==> src/rtl/refresh_sched_pkg.sv <==
package refresh_sched_pkg;

  typedef enum logic [2:0] {
    S_PAUSE,
    S_IDLE,
    S_CAS,
    S_RAS,
    S_PRE
  } rsState_e;

  // strobes from control to datapath
  typedef struct packed {
    logic phaseClr;      // restart the phase counter
    logic timerRun;      // interval timer advances
    logic timerRestart;  // interval timer back to zero
    logic rowInc;        // one ordinary refresh completed
    logic rowClr;        // self refresh just ended
  } rsStrobe_t;

endpackage

==> src/rtl/refresh_sched_dp.sv <==
module refresh_sched_dp
  import refresh_sched_pkg::*;
#(
  parameter int INIT_WAIT = 20000,
  parameter int INTERVAL  = 1560,
  parameter int ROWS      = 4096,
  parameter int PHASE_W   = 14
) (
  input  logic               clk,
  input  logic               rstN,
  input  rsStrobe_t          strobe,
  output logic               initWaitDone,
  output logic               intervalHit,
  output logic [PHASE_W-1:0] phaseCnt,
  output logic               rowsFull
);

  localparam int INIT_W = $clog2(INIT_WAIT + 1);
  localparam int IV_W   = $clog2(INTERVAL);
  localparam int ROW_W  = $clog2(ROWS + 1);

  logic [INIT_W-1:0] initCnt;
  logic [IV_W-1:0]   intervalCnt;
  logic [ROW_W-1:0]  rowCnt;

  assign initWaitDone = (initCnt == INIT_W'(INIT_WAIT));
  assign intervalHit  = strobe.timerRun && (intervalCnt == IV_W'(INTERVAL - 1));
  assign rowsFull     = (rowCnt == ROW_W'(ROWS));

  // power-up pause counter
  always_ff @(posedge clk or negedge rstN) begin
    if (!rstN)              initCnt <= '0;
    else if (!initWaitDone) initCnt <= initCnt + 1'b1;
  end

  // free-running interval timer
  always_ff @(posedge clk or negedge rstN) begin
    if (!rstN)                    intervalCnt <= '0;
    else if (strobe.timerRestart) intervalCnt <= '0;
    else if (intervalHit)         intervalCnt <= '0;
    else if (strobe.timerRun)     intervalCnt <= intervalCnt + 1'b1;
  end

  // per-state phase counter, saturating
  always_ff @(posedge clk or negedge rstN) begin
    if (!rstN)                 phaseCnt <= '0;
    else if (strobe.phaseClr)  phaseCnt <= '0;
    else if (phaseCnt != '1)   phaseCnt <= phaseCnt + 1'b1;
  end

  // ordinary refreshes since reset or last self-refresh exit
  always_ff @(posedge clk or negedge rstN) begin
    if (!rstN)                         rowCnt <= '0;
    else if (strobe.rowClr)            rowCnt <= '0;
    else if (strobe.rowInc && !rowsFull) rowCnt <= rowCnt + 1'b1;
  end

  // the timer never passes its terminal count
  p_timer_bound_r5: assert property (@(posedge clk) disable iff (!rstN)
    intervalCnt <= IV_W'(INTERVAL - 1));

endmodule

==> src/rtl/refresh_sched_ctrl.sv <==
module refresh_sched_ctrl
  import refresh_sched_pkg::*;
#(
  parameter int INIT_CYCLES = 8,
  parameter int CSR_CYC     = 1,
  parameter int CHR_CYC     = 2,
  parameter int RAS_CYC     = 6,
  parameter int RP_CYC      = 5,
  parameter int SR_MIN_CYC  = 10010,
  parameter int SR_RP_CYC   = 13,
  parameter int OWE_MAX     = 4,
  parameter int PHASE_W     = 14
) (
  input  logic               clk,
  input  logic               rstN,
  input  logic               busGnt,
  input  logic               selfRefReq,
  input  logic               initWaitDone,
  input  logic               intervalHit,
  input  logic               rowsFull,
  input  logic [PHASE_W-1:0] phaseCnt,
  output rsStrobe_t          strobe,
  output logic               busReq,
  output logic               rasN,
  output logic               casN,
  output logic               weN,
  output logic               initDone,
  output logic               selfRefActive
);

  localparam int IL_W = $clog2(INIT_CYCLES + 1);
  localparam int OW_W = $clog2(OWE_MAX + 1);

  rsState_e          state, nextState;
  logic [IL_W-1:0]   initLeft;
  logic [OW_W-1:0]   owed;
  logic              selfKind, needPost, srArmed;
  logic              mustNormal, pendSelf, wantPre, pending;
  logic              startCyc, owedTake, owedAdd, preDone;

  always_comb begin
    mustNormal = (initLeft != '0) || needPost || (owed != '0);
    pendSelf   = srArmed && selfRefReq;
    wantPre    = initDone && selfRefReq && rowsFull && !srArmed;
    pending    = mustNormal || pendSelf || wantPre;
    startCyc   = (state == S_IDLE) && pending && busGnt;
    owedTake   = startCyc && (initLeft == '0) && !needPost && (owed != '0);
    owedAdd    = intervalHit && ((owed != OW_W'(OWE_MAX)) || owedTake);

    nextState = state;
    unique case (state)
      S_PAUSE: if (initWaitDone) nextState = S_IDLE;
      S_IDLE:  if (startCyc) nextState = S_CAS;
      S_CAS:   if (phaseCnt == PHASE_W'(CSR_CYC - 1)) nextState = S_RAS;
      S_RAS: begin
        if (selfKind) begin
          if (!selfRefReq && (phaseCnt >= PHASE_W'(SR_MIN_CYC - 1))) nextState = S_PRE;
        end else if (phaseCnt == PHASE_W'(RAS_CYC - 1)) begin
          nextState = S_PRE;
        end
      end
      S_PRE: begin
        if (phaseCnt == (selfKind ? PHASE_W'(SR_RP_CYC - 1) : PHASE_W'(RP_CYC - 1)))
          nextState = S_IDLE;
      end
      default: nextState = S_PAUSE;
    endcase
    preDone = (state == S_PRE) && (nextState == S_IDLE);

    strobe.phaseClr     = (nextState != state);
    strobe.timerRun     = initDone && !selfKind;
    strobe.timerRestart = preDone && selfKind;
    strobe.rowInc       = preDone && !selfKind;
    strobe.rowClr       = preDone && selfKind;

    busReq        = (state == S_IDLE) ? pending : (state != S_PAUSE);
    rasN          = (state != S_RAS);
    casN          = !((state == S_CAS) ||
                      ((state == S_RAS) && (selfKind || (phaseCnt < PHASE_W'(CHR_CYC)))));
    weN           = 1'b1;
    selfRefActive = (state == S_RAS) && selfKind;
  end

  always_ff @(posedge clk or negedge rstN) begin
    if (!rstN) begin
      state    <= S_PAUSE;
      initLeft <= IL_W'(INIT_CYCLES);
      owed     <= '0;
      selfKind <= 1'b0;
      needPost <= 1'b0;
      srArmed  <= 1'b0;
      initDone <= 1'b0;
    end else begin
      state <= nextState;

      if (startCyc)     selfKind <= !mustNormal && pendSelf;
      else if (preDone) selfKind <= 1'b0;

      if (preDone && selfKind) needPost <= 1'b1;
      else if (startCyc && (initLeft == '0)) needPost <= 1'b0;

      if (startCyc && !mustNormal)                 srArmed <= !pendSelf;
      else if ((state == S_IDLE) && !selfRefReq)   srArmed <= 1'b0;

      if (preDone && !selfKind && (initLeft != '0)) begin
        initLeft <= initLeft - 1'b1;
        if (initLeft == IL_W'(1)) initDone <= 1'b1;
      end

      if (owedAdd && !owedTake)      owed <= owed + 1'b1;
      else if (!owedAdd && owedTake) owed <= owed - 1'b1;
    end
  end

  // CAS is already low in the cycle before RAS falls and as RAS falls
  p_cas_leads_ras_r3: assert property (@(posedge clk) disable iff (!rstN)
    $fell(rasN) |-> (!casN && !$past(casN)));

  // a cycle begins only after a sampled grant
  p_grant_first_r7: assert property (@(posedge clk) disable iff (!rstN)
    (state == S_CAS && $past(state) == S_IDLE) |-> $past(busGnt));

  // the owed count never exceeds its cap
  p_owed_cap_r6: assert property (@(posedge clk) disable iff (!rstN)
    owed <= OW_W'(OWE_MAX));

  // RAS-low time is either the ordinary width or the self-refresh minimum
  p_low_window_r8: assert property (@(posedge clk) disable iff (!rstN)
    $rose(rasN) |-> (($past(phaseCnt) == PHASE_W'(RAS_CYC - 1)) ||
                     ($past(phaseCnt) >= PHASE_W'(SR_MIN_CYC - 1))));

  // no self refresh before the power-up sequence is finished
  p_init_gate_r2: assert property (@(posedge clk) disable iff (!rstN)
    !initDone |-> !selfRefActive);

  // entry only with a full set of rows refreshed since the last exit
  p_reentry_r10: assert property (@(posedge clk) disable iff (!rstN)
    $rose(selfRefActive) |-> rowsFull);

endmodule

==> src/rtl/refresh_sched.sv <==
module refresh_sched
  import refresh_sched_pkg::*;
#(
  parameter int INIT_WAIT   = 20000,
  parameter int INIT_CYCLES = 8,
  parameter int INTERVAL    = 1560,
  parameter int ROWS        = 4096,
  parameter int OWE_MAX     = 4,
  parameter int CSR_CYC     = 1,
  parameter int CHR_CYC     = 2,
  parameter int RAS_CYC     = 6,
  parameter int RP_CYC      = 5,
  parameter int SR_MIN_CYC  = 10010,
  parameter int SR_RP_CYC   = 13
) (
  input  logic clk,
  input  logic rstN,
  input  logic busGnt,
  input  logic selfRefReq,
  output logic busReq,
  output logic rasN,
  output logic casN,
  output logic weN,
  output logic initDone,
  output logic selfRefActive
);

  localparam int PHASE_W = $clog2(SR_MIN_CYC + SR_RP_CYC + RAS_CYC + 1);

  rsStrobe_t          strobe;
  logic               initWaitDone, intervalHit, rowsFull;
  logic [PHASE_W-1:0] phaseCnt;

  refresh_sched_dp #(
    .INIT_WAIT (INIT_WAIT),
    .INTERVAL  (INTERVAL),
    .ROWS      (ROWS),
    .PHASE_W   (PHASE_W)
  ) u_dp (
    .clk          (clk),
    .rstN         (rstN),
    .strobe       (strobe),
    .initWaitDone (initWaitDone),
    .intervalHit  (intervalHit),
    .phaseCnt     (phaseCnt),
    .rowsFull     (rowsFull)
  );

  refresh_sched_ctrl #(
    .INIT_CYCLES (INIT_CYCLES),
    .CSR_CYC     (CSR_CYC),
    .CHR_CYC     (CHR_CYC),
    .RAS_CYC     (RAS_CYC),
    .RP_CYC      (RP_CYC),
    .SR_MIN_CYC  (SR_MIN_CYC),
    .SR_RP_CYC   (SR_RP_CYC),
    .OWE_MAX     (OWE_MAX),
    .PHASE_W     (PHASE_W)
  ) u_ctrl (
    .clk           (clk),
    .rstN          (rstN),
    .busGnt        (busGnt),
    .selfRefReq    (selfRefReq),
    .initWaitDone  (initWaitDone),
    .intervalHit   (intervalHit),
    .rowsFull      (rowsFull),
    .phaseCnt      (phaseCnt),
    .strobe        (strobe),
    .busReq        (busReq),
    .rasN          (rasN),
    .casN          (casN),
    .weN           (weN),
    .initDone      (initDone),
    .selfRefActive (selfRefActive)
  );

endmodule

==> config.mk <==
export PLATFORM = sky130hd
export DESIGN_NAME = refresh_sched
export DESIGN_NICKNAME = d
export VERILOG_FILES = /design/src/rtl/refresh_sched_pkg.sv /design/src/rtl/refresh_sched_dp.sv /design/src/rtl/refresh_sched_ctrl.sv /design/src/rtl/refresh_sched.sv
export SDC_FILE = /design/constraint.sdc
export NUM_CORES = 1
export LEC_CHECK = 0
export ABC_CLOCK_PERIOD_IN_PS = 5200
export BUFFER_PORTS_ARGS = -buffer_cell sky130_fd_sc_hd__buf_2
export CAP_MARGIN = 20
export CORE_MARGIN = 3
export CORE_UTILIZATION = 60
export DETAILED_ROUTE_END_ITERATION = 16
export PLACE_DENSITY = 0.83
export RECOVER_POWER = 25
export SYNTH_ARGS = -nofsm -noshare
export SYNTH_HDL_FRONTEND = slang
export SYNTH_SLANG_ARGS = --single-unit
==> constraint.sdc <==
create_clock -name clk -period 5.2 [get_ports clk]
set_clock_uncertainty 0.2 [all_clocks]
set_input_delay 0.52 -clock clk [delete_from_list [all_inputs] [get_ports clk]]
set_output_delay 0.52 -clock clk [all_outputs]
set_load 0.02 [all_outputs]
==> out/results.tsv, run 1 <==
stage	metric	value	unit
finish	synth-to-layout area growth	6.46	%
run_status	status	finished, violations left	
cts	Sink Count	67	
detailed_routing	drt first-iter violations	229	
pwr	net switching fraction of the power	23.2	%
pwr	Comb pwr share	1.3	%
die	Initial Util	62.4	%
detailed_routing	Final ANT Viol Nets	0	
finish	Ant. Diodes	0	
cts	CTS max path bufs	2	
logic_synthesis	syn avg cell area	9.80	µm²
logic_synthesis	Netlist cell types	67	
finish	nets@finish	434	
logic_synthesis	leading area contributor after synthesis	dfrtp_1	
critical_path	CP arrival	3.70	ns
logic_synthesis	FF+latch count, synth	67	
detailed_routing	vias per cell	6.48	
min_path	Worst Hold Class	reg2reg	
placed_design	IO Port Bufs	8	
global_route	GRT Overall Usage	23.4	%
cts	post_cts resized	0	
sta	min Tclk post-route	3.61	ns
critical_path	CP required	5.28	ns
logic_synthesis	Synth top area share	41.2	%
die	DIE AREA	0.00769	mm²
pwr	Internal Pwr Total	720	µW
die	core area	0.00642	mm²
global_route	via count of the first global-routing pass	3081	
logic_synthesis	Main synth FF type	dfrtp_1	
global_route	first-pass GRT wire length	14.2	mm
sta	Final Hold Fails	0	
detailed_routing	vias	3233	
pwr	Seq pwr share	55.6	%
critical_path	Setup Crit Path Kind	reg2reg	
global_route	antenna violations before repair	0	
logic_synthesis	top post-synthesis cells by count	66 x dfrtp_1, 33 x nand2_1, 33 x o21ai_0	
logic_synthesis	Syn Nets	426	
die	die height	87.7	µm
detailed_routing	Routed wire per std cell	16.3	µm
cts	worst skew pair latency	0.35	ns
pwr	Psw	217	µW
logic_synthesis	Post-synth EDFFs	0	
run_status	violated checks	max-capacitance violations, max-slew violations	
placed_design	Place WS	1.61	ns
flow_run	Max Cap Viol	1	
sta	Final setup viols	0	
logic_synthesis	number of synthesis warnings	0	
finish	layout cell share with drive strength beyond 1	14.7	%
cts	CTS Buf Count	9	
sta	setup TNS	0	ns
detailed_routing	drc violations	0	
detailed_routing	drt total wl	8.13	mm
pwr	PnR Total Power	936	µW
sta	Worst slew margin	-127	%
global_route	final global-route overflow total	0	
detailed_routing	TritonRoute pass-1 iters	5	
sta	setup ws final	1.59	ns
cts	Post-CTS Setup Repair Bufs	0	
logic_synthesis	post-synthesis async set-or-reset flop share	100	%
sta	f_max	277	MHz
cts	clk root buf	clkbuf_8	
logic_synthesis	Cells after Synth	409	
sta	RSZ-0062 raised after global routing	no	
placed_design	DP HPWL	5.65	mm
finish	Design Area, Final	0.00427	mm²
critical_path	reg2reg setup slack	1.59	ns
logic_synthesis	top-count cell post-synth	dfrtp_1	
cts	CTS Hold Buffers Added	0	
global_route	largest net degree at the start of global routing	68	
sta	final worst-path cycle share	69.5	%
pwr	worst vdd ir	0.000169	V
sta	Max Slew Vio Count	68	
cts	H-tree depth	3	
logic_synthesis	top post-synthesis cells by area	dfrtp_1 41%, xnor2_1 4.8%, o21ai_0 4.1%	
cts	clock tree from TritonCTS	yes	
critical_path	CP Max Fanout	5	
critical_path	Critical Path Start Type	flop	
pwr	clock network power share	43.1	%
pwr	pwr dens	220	mW/mm²
placed_design	gpl congestion	0.854	
sta	measured slew at the worst slew-check pin	3.41	ns
placed_design	placed cell areas	0.00409	mm²
die	die width	87.7	µm
die	Ports	10	
cts	Worst-path clk slew	0.08	ns
die	row count	29	
pwr	Pleak	1.77	nW
logic_synthesis	Seq/Total Area, Yosys	41.9	%
logic_synthesis	Post-Syn Area	0.00401	mm²
critical_path	CP Capture Type	flop	
==> cells in the final DEF (no fill, tap or decap), types with 12 or more instances in the layout <==
cell type | synthesis | layout
a21oi_1 | 15 | 15
dfrtp_1 | 66 | 66
ha_1 | 12 | 12
inv_1 | 15 | 15
nand2_1 | 33 | 33
nand3_1 | 24 | 24
nand4_1 | 12 | 12
nor2_1 | 21 | 21
nor3_1 | 13 | 13
o21ai_0 | 33 | 33
xnor2_1 | 22 | 22
==> layer usage <==
metal  up-vias  wire (µm)  global-route usage, %
li1       1530          -                      -
met1      1581       3730                   32.7
met2       103       3790                   34.5
met3        19        414                   4.33
met4         0        204                   12.8
met5         -          0                      0
==> critical path, stage by stage (launching register included) <==
cell and delay [ns]:
dfrtp_1 0.42, inv_1 0.10, ha_1 0.14, or4b_1 0.49, nor4_2 0.52, o21ai_1 0.22, o311ai_0 0.30, and2_1 0.17
ha_1 0.17, inv_1 0.06, fa_1 0.37, xor2_1 0.15, nor2_1 0.11, xor2_1 0.14
==> state kept, by name (all words and copies together), names as in the netlist <==
| register | flops |
|---|---|
| u_dp.initCnt | 15 |
| u_dp.phaseCnt | 14 |
| u_dp.rowCnt | 13 |
| u_ctrl.initDone | 1 |
| u_dp.intervalCnt | 11 |
| u_ctrl.state | 3 |
| u_ctrl.srArmed | 1 |
| u_ctrl.initLeft | 4 |
| u_ctrl.selfKind | 1 |
| u_ctrl.needPost | 1 |
| u_ctrl.owed | 3 |
==> cell families after synthesis <==
group / Yosys count / share of synthesized area [%]
compound gates: 79 / 12.9
xor+xnor: 27 / 5.90
fa+ha+maj: 13 / 4.25
buf+inv: 27 / 2.94
flops: 67 / 41.9
mux: 6 / 1.59
other cells: 1 / 0.0936
simple gates: 189 / 30.4
==> path summary, 6_finish.rpt <==
check	cells after the start	from	end
worst min-delay path	1	u_dp.initCnt[14]$_DFFE_PN0N_	u_dp.initCnt[14]$_DFFE_PN0N_
max in group asynchronous	2	rstN	u_ctrl.srArmed$_DFFE_PN0P_
worst max register to register	13	u_dp.rowCnt[0]$_DFFE_PN0P_	u_ctrl.owed[2]$_DFFE_PN0P_
worst min register to register	1	u_dp.initCnt[14]$_DFFE_PN0N_	u_dp.initCnt[14]$_DFFE_PN0N_
min in group asynchronous	2	rstN	u_dp.initCnt[7]$_DFFE_PN0N_
worst max-delay path	13	u_dp.rowCnt[0]$_DFFE_PN0P_	u_ctrl.owed[2]$_DFFE_PN0P_
==> area by class of cell <==
| type | count | area, µm² |
|---|---|---|
| fill | 486 | 2160 |
| tap | 77 | 96.3 |
| timing repair buffer | 9 | 43.8 |
| sequential | 67 | 1680 |
| clock buffer | 12 | 155 |
| clock inverter | 4 | 25.0 |
| multi-input combinational | 315 | 2210 |
| inverter | 15 | 56.3 |
==> metrics by stage <==
stage	util, %	hold slack, ns	instances
after floorplan	-	0.0244	409
after global placement	63.7	0.255	483
after detailed placement	63.7	0.275	483
after CTS	66.5	0.183	499
after global routing	66.4	0.303	499
final	66.4	0.281	499
==> power groups by stage <==
stage	Sequential (mW)	Combinational (mW)	Clock [mW]
floorplan	0.531	0.00147	0
global placement	0.531	0.0132	0
detailed placement	0.531	0.0133	0
CTS	0.521	0.0134	0.405
global route	0.521	0.0141	0.427
finish	0.521	0.0120	0.404
Note: power is estimated with default switching activity, not from simulation.
==> inputs of run 2 (changes only) <==
Settings changed: ABC_CLOCK_PERIOD_IN_PS 5200 to 3600.
Clock period 5.2 ns to 3.6 ns, I/O delays scaled along.
==> run 2 against run 1 <==
The flow now finishes without violations. Sequential share of layout area shrank 1.0 points. Worst hold slack lost 0.079 ns. Cell area grew 2.6%. Clock-buffer cell count grew 2. First-iteration DRC count grew 8.3%. Sequential cell count is the same. Via count shrank 0.90%. Fmax grew 6.0%. Critical endpoint is now u_ctrl.owed[1]$_DFFE_PN0P_. Largest power group unchanged.
==> out/results.tsv, run 2 (synthesis gave the netlist of run 1 again) <==
stage	metric	value	unit
finish	most frequent cells in the layout	66 x dfrtp_1, 33 x nand2_1, 33 x o21ai_0	
detailed_routing	Routed wire per std cell	16.2	µm
global_route	met1 GRT Util	34.4	%
sta	Final Hold Fails	0	
global_route	GR Layer Usage met3	4.05	%
cts	Post-CTS Setup Repair Bufs	0	
cts	worst skew pair latency	0.35	ns
sta	f_max	293	MHz
pwr	Internal Pwr Total	1.18	mW
pwr	Comb pwr share	1.3	%
die	die width	87.7	µm
cts	CTS max path bufs	2	
critical_path	CP max stage delay	0.52	ns
cts	clock tree from TritonCTS	yes	
critical_path	Setup Crit Path Kind	reg2reg	
detailed_routing	vias	3204	
detailed_routing	TritonRoute pass-1 iters	5	
global_route	first-pass GRT wire length	14.3	mm
pwr	worst vdd ir	0.000283	V
finish	final cell count without fillers	506	
die	die height	87.7	µm
die	core area	0.00642	mm²
global_route	largest net degree at the start of global routing	42	
critical_path	CP arrival	3.45	ns
finish	post-layout util	68.1	%
finish	layout cell share with drive strength beyond 1	15.4	%
pwr	pwr dens	339	mW/mm²
global_route	antenna violations before repair	0	
cts	Worst-path clk slew	0.08	ns
run_status	status	finished, final reports clean	
pwr	Psw	297	µW
die	Ports	10	
critical_path	CP Capture Type	flop	
global_route	M2 GR Usage	34.8	%
placed_design	IO Port Bufs	8	
critical_path	cells along the critical path	inv_1, ha_1, or4b_1, nor4_4, o21ai_2, or4_1, ha_1, inv_1, fa_1, mux2_2	
min_path	HP Start	busGnt	
sta	RSZ-0062 raised after global routing	no	
detailed_routing	drt first-iter violations	248	
critical_path	reg2reg end	u_ctrl.owed[1]$_DFFE_PN0P_	
sta	Fin Hold WS	0.203	ns
pwr	clock network power share	47.9	%
pwr	net switching fraction of the power	20.0	%
sta	Max Slew Vio Count	0	
finish	nets@finish	441	
sta	setup TNS	0	ns
min_path	Worst Hold Class	in2reg	
critical_path	Worst path top cell family by delay	simple AND/OR/NAND/NOR gates	
cts	Sink Count	67	
placed_design	DP HPWL	5.74	mm
finish	Top reg by flops	u_dp.initCnt	
sta	min Tclk post-route	3.41	ns
sta	final worst-path cycle share	94.7	%
critical_path	CP required	3.64	ns
die	DIE AREA	0.00769	mm²
critical_path	reg2reg setup slack	0.19	ns
min_path	hold endpoint	u_ctrl.srArmed$_DFFE_PN0P_	
global_route	via count of the first global-routing pass	3027	
cts	CTS Buf Count	9	
sta	measured slew at the worst slew-check pin	1.42	ns
min_path	hold depth	4	
global_route	GR peak layer	met2	
die	Initial Util	62.4	%
critical_path	reg2reg path depth	10	
detailed_routing	drt total wl	8.20	mm
detailed_routing	Final ANT Viol Nets	0	
pwr	Pleak	1.82	nW
global_route	GRT Overall Usage	23.7	%
critical_path	Buf+Inv Stages, Crit Path	2	
finish	max reg flops	15	
placed_design	gpl congestion	0.882	
critical_path	Reg-to-Reg Start	u_dp.rowCnt[0]$_DFFE_PN0P_	
cts	H-tree depth	3	
die	row count	29	
detailed_routing	drc violations	0	
critical_path	CP Max Fanout	5	
pwr	Seq pwr share	50.8	%
flow_run	Max Cap Viol	0	
sta	Worst slew margin	5.39	%
global_route	final global-route overflow total	0	
finish	most common cell after layout, fill and taps aside	dfrtp_1	
critical_path	Critical Path Start Type	flop	
critical_path	CP max-delay cell	or4b_1	
placed_design	DP Cell Count	489	
cts	clk root buf	clkbuf_8	
finish	Largest regs	u_dp.initCnt (15), u_dp.phaseCnt (14), u_dp.rowCnt (13)	
detailed_routing	vias per cell	6.33	
finish	synth-to-layout area growth	9.24	%
finish	fill count	476	
sta	Final setup viols	0	
finish	Ant. Diodes	0	
[run 2: changes by cell type in the layout (fill, tap and decap cells not counted)]
cell	delta
buf_4	+7
clkinv_2	-2
o21ai_1	-1
buf_2	-2
nor4_2	-1
bufinv_16	+2
clkinvlp_4	-2
nor4_4	+1
dlygate4sd3_1	+1
o21ai_2	+1
clkbuf_1	+3
[run 2: worst max-delay path by stage]
stage | from | to | slack (ns) | cells after the start
after floorplan | u_dp.rowCnt[0]$_DFFE_PN0P_ | u_ctrl.owed[1]$_DFFE_PN0P_ | 0.34 | 10
after global placement | u_dp.rowCnt[0]$_DFFE_PN0P_ | u_ctrl.owed[1]$_DFFE_PN0P_ | 0.26 | 10
after detailed placement | u_dp.rowCnt[0]$_DFFE_PN0P_ | u_ctrl.owed[2]$_DFFE_PN0P_ | 0.12 | 13
after CTS | u_dp.rowCnt[0]$_DFFE_PN0P_ | u_ctrl.owed[2]$_DFFE_PN0P_ | 0.09 | 13
after global routing | u_dp.rowCnt[0]$_DFFE_PN0P_ | u_ctrl.owed[2]$_DFFE_PN0P_ | 0.03 | 13
final | u_dp.rowCnt[0]$_DFFE_PN0P_ | u_ctrl.owed[1]$_DFFE_PN0P_ | 0.19 | 10
[run 2: per-stage QoR]
stage          area (µm²)  total power, mW  setup WS, ns
6_report             4380             1.48         0.191
3_3_place_gp         4130            0.786         0.256
3_5_place_dp         4130            0.786         0.122
5_1_grt              4380             1.53        0.0328
4_1_cts              4370             1.49        0.0892
2_1_floorplan        4010            0.769         0.341
[run 2: repair_timing]
item / 4_1_cts / 5_1_grt
setup endpoints to repair: 0 / 2
resized for setup: 0 / 2
endpoints found under the hold margin: 26 / 0
hold buffers: 1 / 0
[run 2: final cells by class]
type | count | area, µm² | area share (%)
multi-input combinational | 315 | 2220 | 50.8
sequential | 67 | 1680 | 38.3
clock buffer | 14 | 163 | 3.72
timing repair buffer | 16 | 100 | 2.29
tap | 77 | 96.3 | 2.20
clock inverter | 2 | 60.1 | 1.37
inverter | 15 | 56.3 | 1.29
[run 2: worst register-to-register path: stages, from the launching register on]
cell     delay (ns)
dfrtp_1        0.41
inv_1          0.09
ha_1           0.15
or4b_1         0.52
nor4_4         0.39
o21ai_2        0.13
or4_1          0.42
ha_1           0.25
inv_1          0.07
fa_1           0.40
mux2_2         0.27
[run 2: power by group through the flow]
| stage | Sequential [mW] | Clock [mW] | Combinational [mW] |
|---|---|---|---|
| 2_1_floorplan | 0.767 | 0 | 0.00212 |
| 3_3_place_gp | 0.767 | 0 | 0.0193 |
| 3_5_place_dp | 0.767 | 0 | 0.0195 |
| 4_1_cts | 0.752 | 0.721 | 0.0204 |
| 5_1_grt | 0.752 | 0.756 | 0.0225 |
| 6_report | 0.752 | 0.710 | 0.0191 |
[run 2: layer usage]
layer	up-vias	wire, µm
met5	-	0
met4	0	185
met3	13	349
met2	102	3770
met1	1541	3890
li1	1548	-
